[src/rtl/clkstop_pkg.sv]
package clkstop_pkg;
  localparam int CPU_LANES      = 2;
  localparam int PCI_LANES      = 8;
  localparam int PCI_FREE_LANES = 2;
  localparam int SYNC_DEPTH     = 2;
  localparam int RST_DEPTH      = 2;
endpackage

[src/rtl/clkstop_rst_sync.sv]
module clkstop_rst_sync #(
  parameter int DEPTH = 2
) (
  input  logic clk,
  input  logic rst_n,
  output logic rst_sync_n
);
  logic [DEPTH-1:0] sh_q;

  always_ff @(posedge clk or negedge rst_n) begin
    if (!rst_n) sh_q <= '0;
    else        sh_q <= {sh_q[DEPTH-2:0], 1'b1};
  end

  assign rst_sync_n = sh_q[DEPTH-1];
endmodule

[src/rtl/clkstop_req_sync.sv]
module clkstop_req_sync #(
  parameter int STAGES = 2
) (
  input  logic clk,
  input  logic rst_n,
  input  logic src,
  input  logic stop_n,
  output logic stop_q
);
  logic              src_d;
  logic              src_rise;
  logic [STAGES-1:0] chain_q, chain_d;

  // advance the capture chain only on rising edges of the group source
  always_comb begin
    src_rise = src & ~src_d;
    chain_d  = chain_q;
    if (src_rise) chain_d = {chain_q[STAGES-2:0], ~stop_n};
  end

  always_ff @(posedge clk or negedge rst_n) begin
    if (!rst_n) begin
      src_d   <= 1'b0;
      chain_q <= '0;
    end else begin
      src_d   <= src;
      chain_q <= chain_d;
    end
  end

  assign stop_q = chain_q[STAGES-1];
endmodule

[src/rtl/clkstop_lane.sv]
module clkstop_lane (
  input  logic clk,
  input  logic rst_n,
  input  logic src,
  input  logic stop_q,
  input  logic stoppable,
  input  logic en,
  output logic run,
  output logic gclk
);
  logic upd_en;
  logic run_d;

  // the run state may only move while the source is low
  always_comb begin
    upd_en = ~src;
    run_d  = en & ~(stop_q & stoppable);
  end

  always_ff @(posedge clk or negedge rst_n) begin
    if (!rst_n)      run <= 1'b0;
    else if (upd_en) run <= run_d;
  end

  assign gclk = src & run;
endmodule

[src/rtl/clkstop_gate.sv]
module clkstop_gate
  import clkstop_pkg::*;
#(
  parameter int N_CPU       = CPU_LANES,
  parameter int N_PCI       = PCI_LANES,
  parameter int N_FREE      = PCI_FREE_LANES,
  parameter int SYNC_STAGES = SYNC_DEPTH
) (
  input  logic              clk,
  input  logic              rst_n,
  input  logic              cpu_src,
  input  logic              pci_src,
  input  logic              cpu_stop_n,
  input  logic              pci_stop_n,
  input  logic [N_CPU-1:0]  cpu_stop_mask,
  input  logic [N_CPU-1:0]  cpu_en,
  input  logic [N_FREE-1:0] pci_free_stop,
  input  logic [N_PCI-1:0]  pci_en,
  output logic [N_CPU-1:0]  cpu_t,
  output logic [N_CPU-1:0]  cpu_c,
  output logic [N_CPU-1:0]  cpu_oe,
  output logic [N_PCI-1:0]  pci_clk
);
  localparam int N_FIXED = N_PCI - N_FREE;

  logic             rst_i_n;
  logic             cpu_stop_q;
  logic             pci_stop_q;
  logic [N_CPU-1:0] cpu_run;
  logic [N_PCI-1:0] pci_run;
  logic [N_PCI-1:0] pci_stoppable;

  clkstop_rst_sync #(.DEPTH(RST_DEPTH)) u_rst (
    .clk(clk), .rst_n(rst_n), .rst_sync_n(rst_i_n)
  );

  clkstop_req_sync #(.STAGES(SYNC_STAGES)) u_cpu_sync (
    .clk(clk), .rst_n(rst_i_n), .src(cpu_src), .stop_n(cpu_stop_n), .stop_q(cpu_stop_q)
  );

  clkstop_req_sync #(.STAGES(SYNC_STAGES)) u_pci_sync (
    .clk(clk), .rst_n(rst_i_n), .src(pci_src), .stop_n(pci_stop_n), .stop_q(pci_stop_q)
  );

  // low bus lanes are qualified by a bit, the rest always obey the stop
  generate
    if (N_FIXED > 0) begin : g_fixed
      assign pci_stoppable = {{N_FIXED{1'b1}}, pci_free_stop};
    end else begin : g_allfree
      assign pci_stoppable = pci_free_stop;
    end
  endgenerate

  generate
    for (genvar i = 0; i < N_CPU; i++) begin : g_cpu
      clkstop_lane u_lane (
        .clk(clk), .rst_n(rst_i_n), .src(cpu_src), .stop_q(cpu_stop_q),
        .stoppable(cpu_stop_mask[i]), .en(cpu_en[i]),
        .run(cpu_run[i]), .gclk(cpu_t[i])
      );
      // released pair: both lines low and drive enable off
      assign cpu_c[i]  = ~cpu_src & cpu_run[i];
      assign cpu_oe[i] = cpu_run[i];
    end

    for (genvar j = 0; j < N_PCI; j++) begin : g_pci
      clkstop_lane u_lane (
        .clk(clk), .rst_n(rst_i_n), .src(pci_src), .stop_q(pci_stop_q),
        .stoppable(pci_stoppable[j]), .en(pci_en[j]),
        .run(pci_run[j]), .gclk(pci_clk[j])
      );
    end
  endgenerate
endmodule

[config.mk]
export PLATFORM = sky130hd
export DESIGN_NAME = clkstop_gate
export DESIGN_NICKNAME = d
export VERILOG_FILES = /design/src/rtl/clkstop_pkg.sv /design/src/rtl/clkstop_rst_sync.sv /design/src/rtl/clkstop_req_sync.sv /design/src/rtl/clkstop_lane.sv /design/src/rtl/clkstop_gate.sv
export SDC_FILE = /design/constraint.sdc
export NUM_CORES = 1
export LEC_CHECK = 0
export BUFFER_PORTS_ARGS = -buffer_cell sky130_fd_sc_hd__buf_4
export CORE_MARGIN = 3
export CORE_UTILIZATION = 25
export CTS_CLUSTER_DIAMETER = 80
export DETAILED_ROUTE_END_ITERATION = 8
export PLACE_DENSITY_LB_ADDON = 0.3
export SYNTH_ARGS = -nofsm -noshare
export SYNTH_HDL_FRONTEND = slang
export SYNTH_HIERARCHICAL = 1
export SYNTH_SLANG_ARGS = --single-unit
[constraint.sdc]
create_clock -name clk -period 0.8 [get_ports clk]
set_clock_uncertainty 0.1 [all_clocks]
set_input_delay 0.16 -clock clk [delete_from_list [all_inputs] [get_ports clk]]
set_output_delay 0.16 -clock clk [all_outputs]
set_load 0.01 [all_outputs]
==> results of run 1 <==
[layer usage]
metal	part of all wire	vias up	GRT usage	wire (microns)
li1	-	333	-	-
met1	0.44	300	0.1193	761
met2	0.49	19	0.1611	852
met3	0.065	2	0.02518	113
met4	0.011	0	0.05785	20
met5	0	-	0	0
[cell type report]
class	instances	area (sq um)
fillers	294	1491
repair buffers	50	461.7
flip-flops and latches	18	451.7
multi-input cells	45	361.6
well taps	42	52.55
inverters	12	45.04
clock buffers	4	36.28
[synth_stat cells]
cell type  number
nor2b_1         2
mux2i_1         2
a31o_1         10
nand2_1        10
and2_4         10
mux2_4          2
inv_1          12
dfrtp_1        18
conb_1          2
nor2b_4         2
[how the worst max path moves through the flow]
stage	start	to	slack [ps]
floorplan	u_cpu_sync/src_d$_DFF_PN0_	u_cpu_sync/chain_q[1]$_DFFE_PN0P_	-220
global placement	u_pci_sync/chain_q[1]$_DFFE_PN0P_	g_pci[2].u_lane/run$_DFFE_PN0N_	-230
detailed placement	u_pci_sync/chain_q[1]$_DFFE_PN0P_	g_pci[2].u_lane/run$_DFFE_PN0N_	-240
CTS	g_cpu[0].u_lane/run$_DFFE_PN0N_	cpu_t[0]	-440
global route	g_cpu[0].u_lane/run$_DFFE_PN0N_	cpu_t[0]	-480
finish	g_cpu[0].u_lane/run$_DFFE_PN0N_	cpu_t[0]	-410
[state kept, by name, summed over array words and instances, names as in the netlist]
name and cells:
g_pci.u_lane/run 8, g_cpu.u_lane/run 2, u_pci_sync/chain_q 2, u_rst/sh_q 2, u_pci_sync/src_d 1, u_cpu_sync/src_d 1, u_cpu_sync/chain_q 2
[worst register-to-register path: cells and delay by family, from the launching register on]
kind	cells	cell delay, ps
mux	1	300
flops	1	410
simple gates	1	140
[kinds of logic after synthesis]
group                  synth area share
other                          0.009320
AND/OR/NAND/NOR                  0.2050
multiplexers                    0.06211
flip-flops                       0.5590
AO/OA/AOI/OAI                    0.1087
buffers and inverters           0.05590
[repair_timing]
item	CTS	global route
endpoints found under the setup margin	28	28
pin swaps	8	1
gates resized for setup	28	1
hold endpoints to repair	13	12
buffers inserted	5	1
[stage by stage]
step	power (W)	setup TNS (ps)	worst slack (ps)	hold slack (ps)	instance area, sq um
2_1_floorplan	0.001380	-1506	-218.2	-235.6	839.6
3_3_place_gp	0.001647	-4537	-234.8	-157.0	1227
3_5_place_dp	0.001660	-4720	-238.9	-156.6	1227
4_1_cts	0.002389	-7812	-444.9	-71.53	1398
5_1_grt	0.002529	-8899	-477.1	-89.55	1409
6_report	0.002357	-7570	-412.0	-60.13	1409
[power breakdown]
group	switching [W]	internal, W	leakage [nW]
logic	0.000262	0.000461	0.499
registers	0.0000573	0.00102	0.218
clock network	0.000276	0.000277	0.0210
==> metrics, run 1 <==
status complete, but fails checks; failing checks negative hold slack, negative setup slack; WS Path Type flop to output port; placed cell count 160; gpl congestion 0.7197; CP max stage cell dfrtp_1; number of port buffers 33; PD cells 1673 nW/um^2; Synth area leaders dfrtp_1 56%, a31o_1 11%, and2_4 11%; total CTS buffers 3; core outline area 2900 sq um; Initial Util 0.2778; worst r2r src u_pci_sync/src_d$_DFF_PN0_; most frequent cells in the layout 29 x buf_4, 19 x buf_6, 17 x dfrtp_1; Yosys cell types 10; reg-to-reg endpoint u_pci_sync/chain_q[1]$_DFFE_PN0P_; count of state elements after synthesis 18; vias in the first global route 707; final WL 1748 microns; CTS Root Cell clkbuf_4; number of max-cap violations 0; Hold Path Depth 2; worst setup margin -412.0 ps; WP data required 540 ps; first-pass GRT wire length 3015 microns; area leader, netlist dfrtp_1; Clock Latency Late Sink 290 ps; Worst Setup Start Kind flop; Iteration-0 DRC Markers 3; total grt overflow 0; syn_area_per_cell 11.51 sq um; cts hold-fix bufs 1; hold path startpoint cpu_stop_n; CP Data Arrival Time 950 ps; clk slew on worst S/H paths 100 ps; Worst IR Drop VDD 0.0007967 V; hold crit path type input pin to flop; GR Util All Layers 0.09966; share of layout cells above drive strength 1 0.5969; ANT cells 0; Final Critical Period 1212 ps; initial antenna violation count 0; Buf+Inv Stages, Crit Path 1; Finished Core Util 0.4858; Fmax achieved 825.1 MHz; Synth warnings 6; Die Area 3940 sq um; row cnt 19; Leakage 0.7381 nW; most common cell after layout, fill and taps aside buf_4; Vias/cell 3.825; layout net count 150; H-tree depth 1; DR DRC count 0; WL/cell 10.22 microns; Worst Hold Endpoint u_cpu_sync/chain_q[0]$_DFFE_PN0P_; endpoints failing setup 28; final hold slack -60.13 ps; I/O pin count 34; top cell type's share of synthesized area 0.5590; Final ANT Viol Nets 0; Die Y 62.77 microns; Post-Syn Instances 70; RSZ-0062 raised after global routing true; Seq/Total Area, Yosys 0.5590; Max stage delay on crit path 410 ps; via count 654; fin cells 171; max-slew violation total from the final report 0; synthesized cell area 805.8 sq um; Critical Path, Cell by Cell and2_4 -> buf_6; worst-path fanout max 3; Final Cycle Share 1.515; Crit path depth 2; clock buffer depth 2; DIE WIDTH 62.77 microns; Layout area overhead 74.84%; largest net degree at the start of global routing 17; DR pass1 iterations 2; flop-to-flop setup slack -250 ps; Hold Fails Final Rpt 5; Post-DP HPWL 1294 microns; CTS Sinks 18; CTS tree done; Crit. End Element output port; R2R depth 2; CP delay by family, top flip-flops
Note: power is estimated with default switching activity, not from simulation.
==> run 2: changes to the inputs <==
--- a/config.mk
+++ b/config.mk
@@ -5,7 +5,7 @@
 export SDC_FILE = /design/constraint.sdc
 export NUM_CORES = 1
 export LEC_CHECK = 0
-export BUFFER_PORTS_ARGS = -buffer_cell sky130_fd_sc_hd__buf_4
+export BUFFER_PORTS_ARGS = -buffer_cell sky130_fd_sc_hd__buf_2
 export CORE_MARGIN = 3
 export CORE_UTILIZATION = 25
 export CTS_CLUSTER_DIAMETER = 80
==> run 2 against run 1 <==
  * Via count grew 2.1%
  * The run still ends with negative hold slack, negative setup slack left
  * Non-clock buffer count grew 2
  * Final cell count grew 1.2%
  * Critical endpoint is now cpu_t[1]
  * Largest power group unchanged
  * Power shrank 1.7%
  * Critical path depth is the same
  * Highest routed layer unchanged
  * Maximum frequency grew 0.64%
==> metrics, run 2 (synthesis gave the netlist of run 1 again) <==
Hold Path Depth 2; Layout area overhead 70.50%; H-tree depth 1; Leakage 0.7291 nW; setup TNS -7543 ps; ANT cells 0; Post-DP HPWL 1241 microns; initial antenna violation count 0; layout net count 152; Logic pwr share 0.299; Vias/cell 3.861; RSZ-0062 raised after global routing true; status complete, but fails checks; DR DRC count 0; Switching Share 0.2522; via count 668; most frequent cells in the layout 21 x buf_2, 19 x buf_6, 17 x dfrtp_1; total grt overflow 0; share of layout cells above drive strength 1 0.5802; Most flops, register g_pci.u_lane/run; WL/cell 9.873 microns; CP delay by family, top flip-flops; final hold slack -7.077 ps; row cnt 19; number of max-cap violations 0; CTS Root Cell clkbuf_4; Die Area 3940 sq um; Buf+Inv Stages, Crit Path 1; max-slew violation total from the final report 0; clk slew on worst S/H paths 100 ps; I/O pin count 34; Initial Util 0.2778; final WL 1708 microns; number of flip-flops in the largest register 8; first-pass GRT wire length 2898 microns; vias in the first global route 691; CTS Sinks 18; Clk pwr share 0.236; CP max stage cell dfrtp_1; Iteration-0 DRC Markers 8; worst setup margin -404.2 ps; WS Path Type flop to output port; gpl congestion 0.6883; CTS tree done; Seq pwr share 0.465; largest net degree at the start of global routing 17; worst-path fanout max 3; Final ANT Viol Nets 0; Fmax achieved 830.4 MHz; WP data required 540 ps; most common cell after layout, fill and taps aside buf_2; switching power 0.0005839 W; R2R depth 2; finished layout cell area 1374 sq um; CP Data Arrival Time 940 ps; dpl ws -246.7 ps; hold path startpoint pci_en[3]; Hold Fails Final Rpt 3; total CTS buffers 3; Critical Path, Cell by Cell and2_4 -> buf_6; core outline area 2900 sq um; reg-to-reg endpoint u_cpu_sync/chain_q[1]$_DFFE_PN0P_; Die Y 62.77 microns; internal cell power 0.001732 W; Final Critical Period 1204 ps; PD cells 1685 nW/um^2; Worst Hold Endpoint g_pci[3].u_lane/run$_DFFE_PN0N_; flop-to-flop setup slack -260 ps; Final Cycle Share 1.505; number of port buffers 33; placed inst area 1137 sq um; clock buffer depth 2; Clock Latency Late Sink 290 ps; failing checks negative hold slack, negative setup slack; Worst IR Drop VDD 0.001350 V; Finished Core Util 0.4737; GR Util All Layers 0.09446; endpoints failing setup 28; hold crit path type input pin to flop; DIE WIDTH 62.77 microns; worst r2r src u_cpu_sync/src_d$_DFF_PN0_; DR pass1 iterations 2; Max stage delay on crit path 400 ps; Worst Setup Start Kind flop; Crit. End Element output port
## run 2: cell types whose count changed in the layout (fill, tap and decap cells not counted), sizes merged
| cell | change |
|---|---|
| dlygate4sd3 | +2 |
## run 2: worst reg2reg max path: stages, from the launching register on
cell and delay (ps):
dfrtp_1 410, nor2b_4 140, mux2_4 300
## run 2: repair_timing
item	CTS	global route
setup buffers	3	4
gates resized for setup	23	6
endpoints found under the hold margin	13	11
pin swaps	2	4
hold buffers	2	1
endpoints found under the setup margin	28	28
## run 2: metrics by stage
step | hold WS, ps | instances | total power [W]
6_report | -7.077 | 173 | 0.002316
5_1_grt | -31.71 | 173 | 0.002495
4_1_cts | -72.68 | 168 | 0.002312
3_5_place_dp | -151.9 | 159 | 0.001594
3_3_place_gp | -153.9 | 159 | 0.001582
2_1_floorplan | -235.6 | 75 | 0.001380
## run 2: layout make-up
type / instances / area (sq um)
Clock buffer: 4 / 36.28
Sequential cell: 18 / 451.7
Inverter: 12 / 45.04
Tap cell: 42 / 52.55
Fill cell: 294 / 1526
Multi-Input combinational cell: 45 / 359.1
Timing Repair Buffer: 52 / 429.2
## run 2: worst max path at each step
stage / from / to / slack, ps / depth (start not counted)
floorplan: u_cpu_sync/src_d$_DFF_PN0_ / u_cpu_sync/chain_q[1]$_DFFE_PN0P_ / -220 / 2
global placement: u_pci_sync/chain_q[1]$_DFFE_PN0P_ / g_pci[7].u_lane/run$_DFFE_PN0N_ / -240 / 2
detailed placement: u_pci_sync/chain_q[1]$_DFFE_PN0P_ / g_pci[5].u_lane/run$_DFFE_PN0N_ / -250 / 2
CTS: g_cpu[0].u_lane/run$_DFFE_PN0N_ / cpu_t[0] / -430 / 2
global route: g_cpu[1].u_lane/run$_DFFE_PN0N_ / cpu_t[1] / -480 / 2
finish: g_cpu[1].u_lane/run$_DFFE_PN0N_ / cpu_t[1] / -400 / 2
## run 2: metal layers
metal	global-route usage	share of wire	vias to the layer above
met2	0.1478	0.49	21
met4	0.03306	0.011	0
met5	0	0	-
met1	0.1141	0.42	307
met3	0.04317	0.071	2
li1	-	-	338
## run 2: power by group through the flow
stage,sequential (W),clock [W],combinational [W]
2_1_floorplan,0.00111,0,0.000267
3_3_place_gp,0.00112,0,0.000466
3_5_place_dp,0.00112,0,0.000475
4_1_cts,0.00108,0.000577,0.000657
5_1_grt,0.00109,0.000643,0.000759
6_report,0.00108,0.000546,0.000693
==> run 3: changes to the inputs <==
==> constraint.sdc (replaced) <==
create_clock -name clk -period 1.31 [get_ports clk]
set_clock_uncertainty 0.1 [all_clocks]
set_input_delay 0.262 -clock clk [delete_from_list [all_inputs] [get_ports clk]]
set_output_delay 0.262 -clock clk [all_outputs]
set_load 0.01 [all_outputs]
==> run 3 against run 2 <==
  * Sequential share of layout area is 4.4 points higher
  * Core utilization is 5.7 points lower
  * Non-clock buffer count is 12 lower
  * The flow now finishes without violations
==> metrics, run 3 (synthesis gave the netlist of run 1 again) <==
WS Path Type flop to output port; Finished Core Util 0.4172; gpl congestion 0.6396; max-slew violation total from the final report 0; row cnt 19; endpoints failing setup 0; layout net count 140; Die Area 3940 sq um; largest net degree at the start of global routing 17; worst setup margin 1.487 ps; Worst Setup EP cpu_t[0]; Final Critical Period 1309 ps; DIE WIDTH 62.77 microns; CP Launch Point g_cpu[0].u_lane/run$_DFFE_PN0N_; Crit. End Element output port; M1 GR Usage 0.09142; core outline area 2900 sq um; via count 623; Hold Fails Final Rpt 0; total CTS buffers 3; Die Y 62.77 microns; Final Power 0.001315 W; GR Util All Layers 0.08526; Leakage 0.6548 nW; CP Data Arrival Time 950 ps; Fmax achieved 764.2 MHz; H-tree depth 1; Worst IR Drop VDD 0.0006624 V; clk slew on worst S/H paths 90 ps; most frequent cells in the layout 22 x buf_2, 18 x dfrtp_1, 12 x inv_1; Vias/cell 3.870; I/O pin count 34; Iteration-0 DRC Markers 1; GRT met2 Usage 0.1411; WL/cell 10.31 microns; DR DRC count 0; Initial Util 0.2778; CTS tree done; hold crit path type flop to async pin; worst-path fanout max 3; most crowded layer after global routing met2; DR pass1 iterations 3; worst r2r src u_cpu_sync/src_d$_DFF_PN0_; flop-to-flop setup slack 250 ps; total grt overflow 0; number of max-cap violations 0; CTS Root Cell clkbuf_4; status completed; Worst Setup Start Kind flop; Clock Latency Late Sink 290 ps; CTS Sinks 18; share of layout cells above drive strength 1 0.4874; ANT cells 0; initial antenna violation count 0; clock buffer depth 2; first-pass GRT wire length 2635 microns; Layout area overhead 50.16%; Final Cycle Share 0.9989; Post-DP HPWL 1267 microns; dpl ws 20.22 ps; PD cells 1087 nW/um^2; vias in the first global route 627; Final ANT Viol Nets 0; number of flip-flops in the largest register 8; R2R depth 2; Most flops, register g_pci.u_lane/run; RSZ-0062 raised after global routing true; met3 Use GR 0.03957; final WL 1660 microns; most common cell after layout, fill and taps aside buf_2; reg-to-reg endpoint u_cpu_sync/chain_q[1]$_DFFE_PN0P_; WP data required 950 ps; number of port buffers 33; final hold slack 26.77 ps; setup TNS 0 ps
==> run 3: changes by cell type in the layout (fill, tap and decap cells not counted), sizes merged <==
cell / previous run / this run
dlygate4sd3: 3 / 1
buf: 49 / 39
==> run 3: metrics by stage <==
step | std cells | cell area (sq um)
2_1_floorplan | 75 | 824.5
3_3_place_gp | 152 | 1057
3_5_place_dp | 152 | 1057
4_1_cts | 157 | 1129
5_1_grt | 161 | 1210
6_report | 161 | 1210
==> run 3: critical path: stages, from the launching register on <==
cell     delay [ps]
dfrtp_1         400
and2_4          150
buf_6           110
==> run 3: power breakdown <==
part	switching (W)	total [W]	internal [W]	leakage (nW)
Combinational	0.000119	0.000315	0.000196	0.415
Sequential	0.0000524	0.000676	0.000623	0.219
Clock	0.000155	0.000325	0.000169	0.0210
Total	0.000327	0.00131	0.000988	0.655
==> run 3: layer usage <==
layer  vias up  part of all wire
met3         4             0.067
li1        313                 -
met2        19              0.51
met4         0             0.016
met5         -                 0
met1       287              0.40
==> run 3: layout make-up <==
type / instances / area [sq um]
clock buffer: 4 / 36.28
fill: 294 / 1690
sequential: 18 / 450.4
inverter: 12 / 45.04
timing repair buffer: 40 / 289.0
tap: 42 / 52.55
multi-input combinational: 45 / 336.6
==> run 3: how the worst min path moves through the flow <==
| stage | cells after the start | endpoint | slack, ps |
|---|---|---|---|
| CTS | 2 | u_cpu_sync/chain_q[0]$_DFFE_PN0P_ | 20 |
| floorplan | 0 | u_rst/sh_q[0]$_DFF_PN0_ | -130 |
| detailed placement | 1 | u_rst/sh_q[1]$_DFF_PN0_ | -50 |
| global route | 2 | u_cpu_sync/chain_q[0]$_DFFE_PN0P_ | 10 |
| finish | 0 | g_pci[5].u_lane/run$_DFFE_PN0N_ | 30 |
| global placement | 1 | u_rst/sh_q[0]$_DFF_PN0_ | -50 |
==> run 3: timing repair <==
item | in CTS | in global routing
setup endpoints to repair | 6 | 12
buffers inserted | 0 | 4
resized for setup | 4 | 9
hold buffers | 1 | 0
hold endpoints to repair | 2 | 0
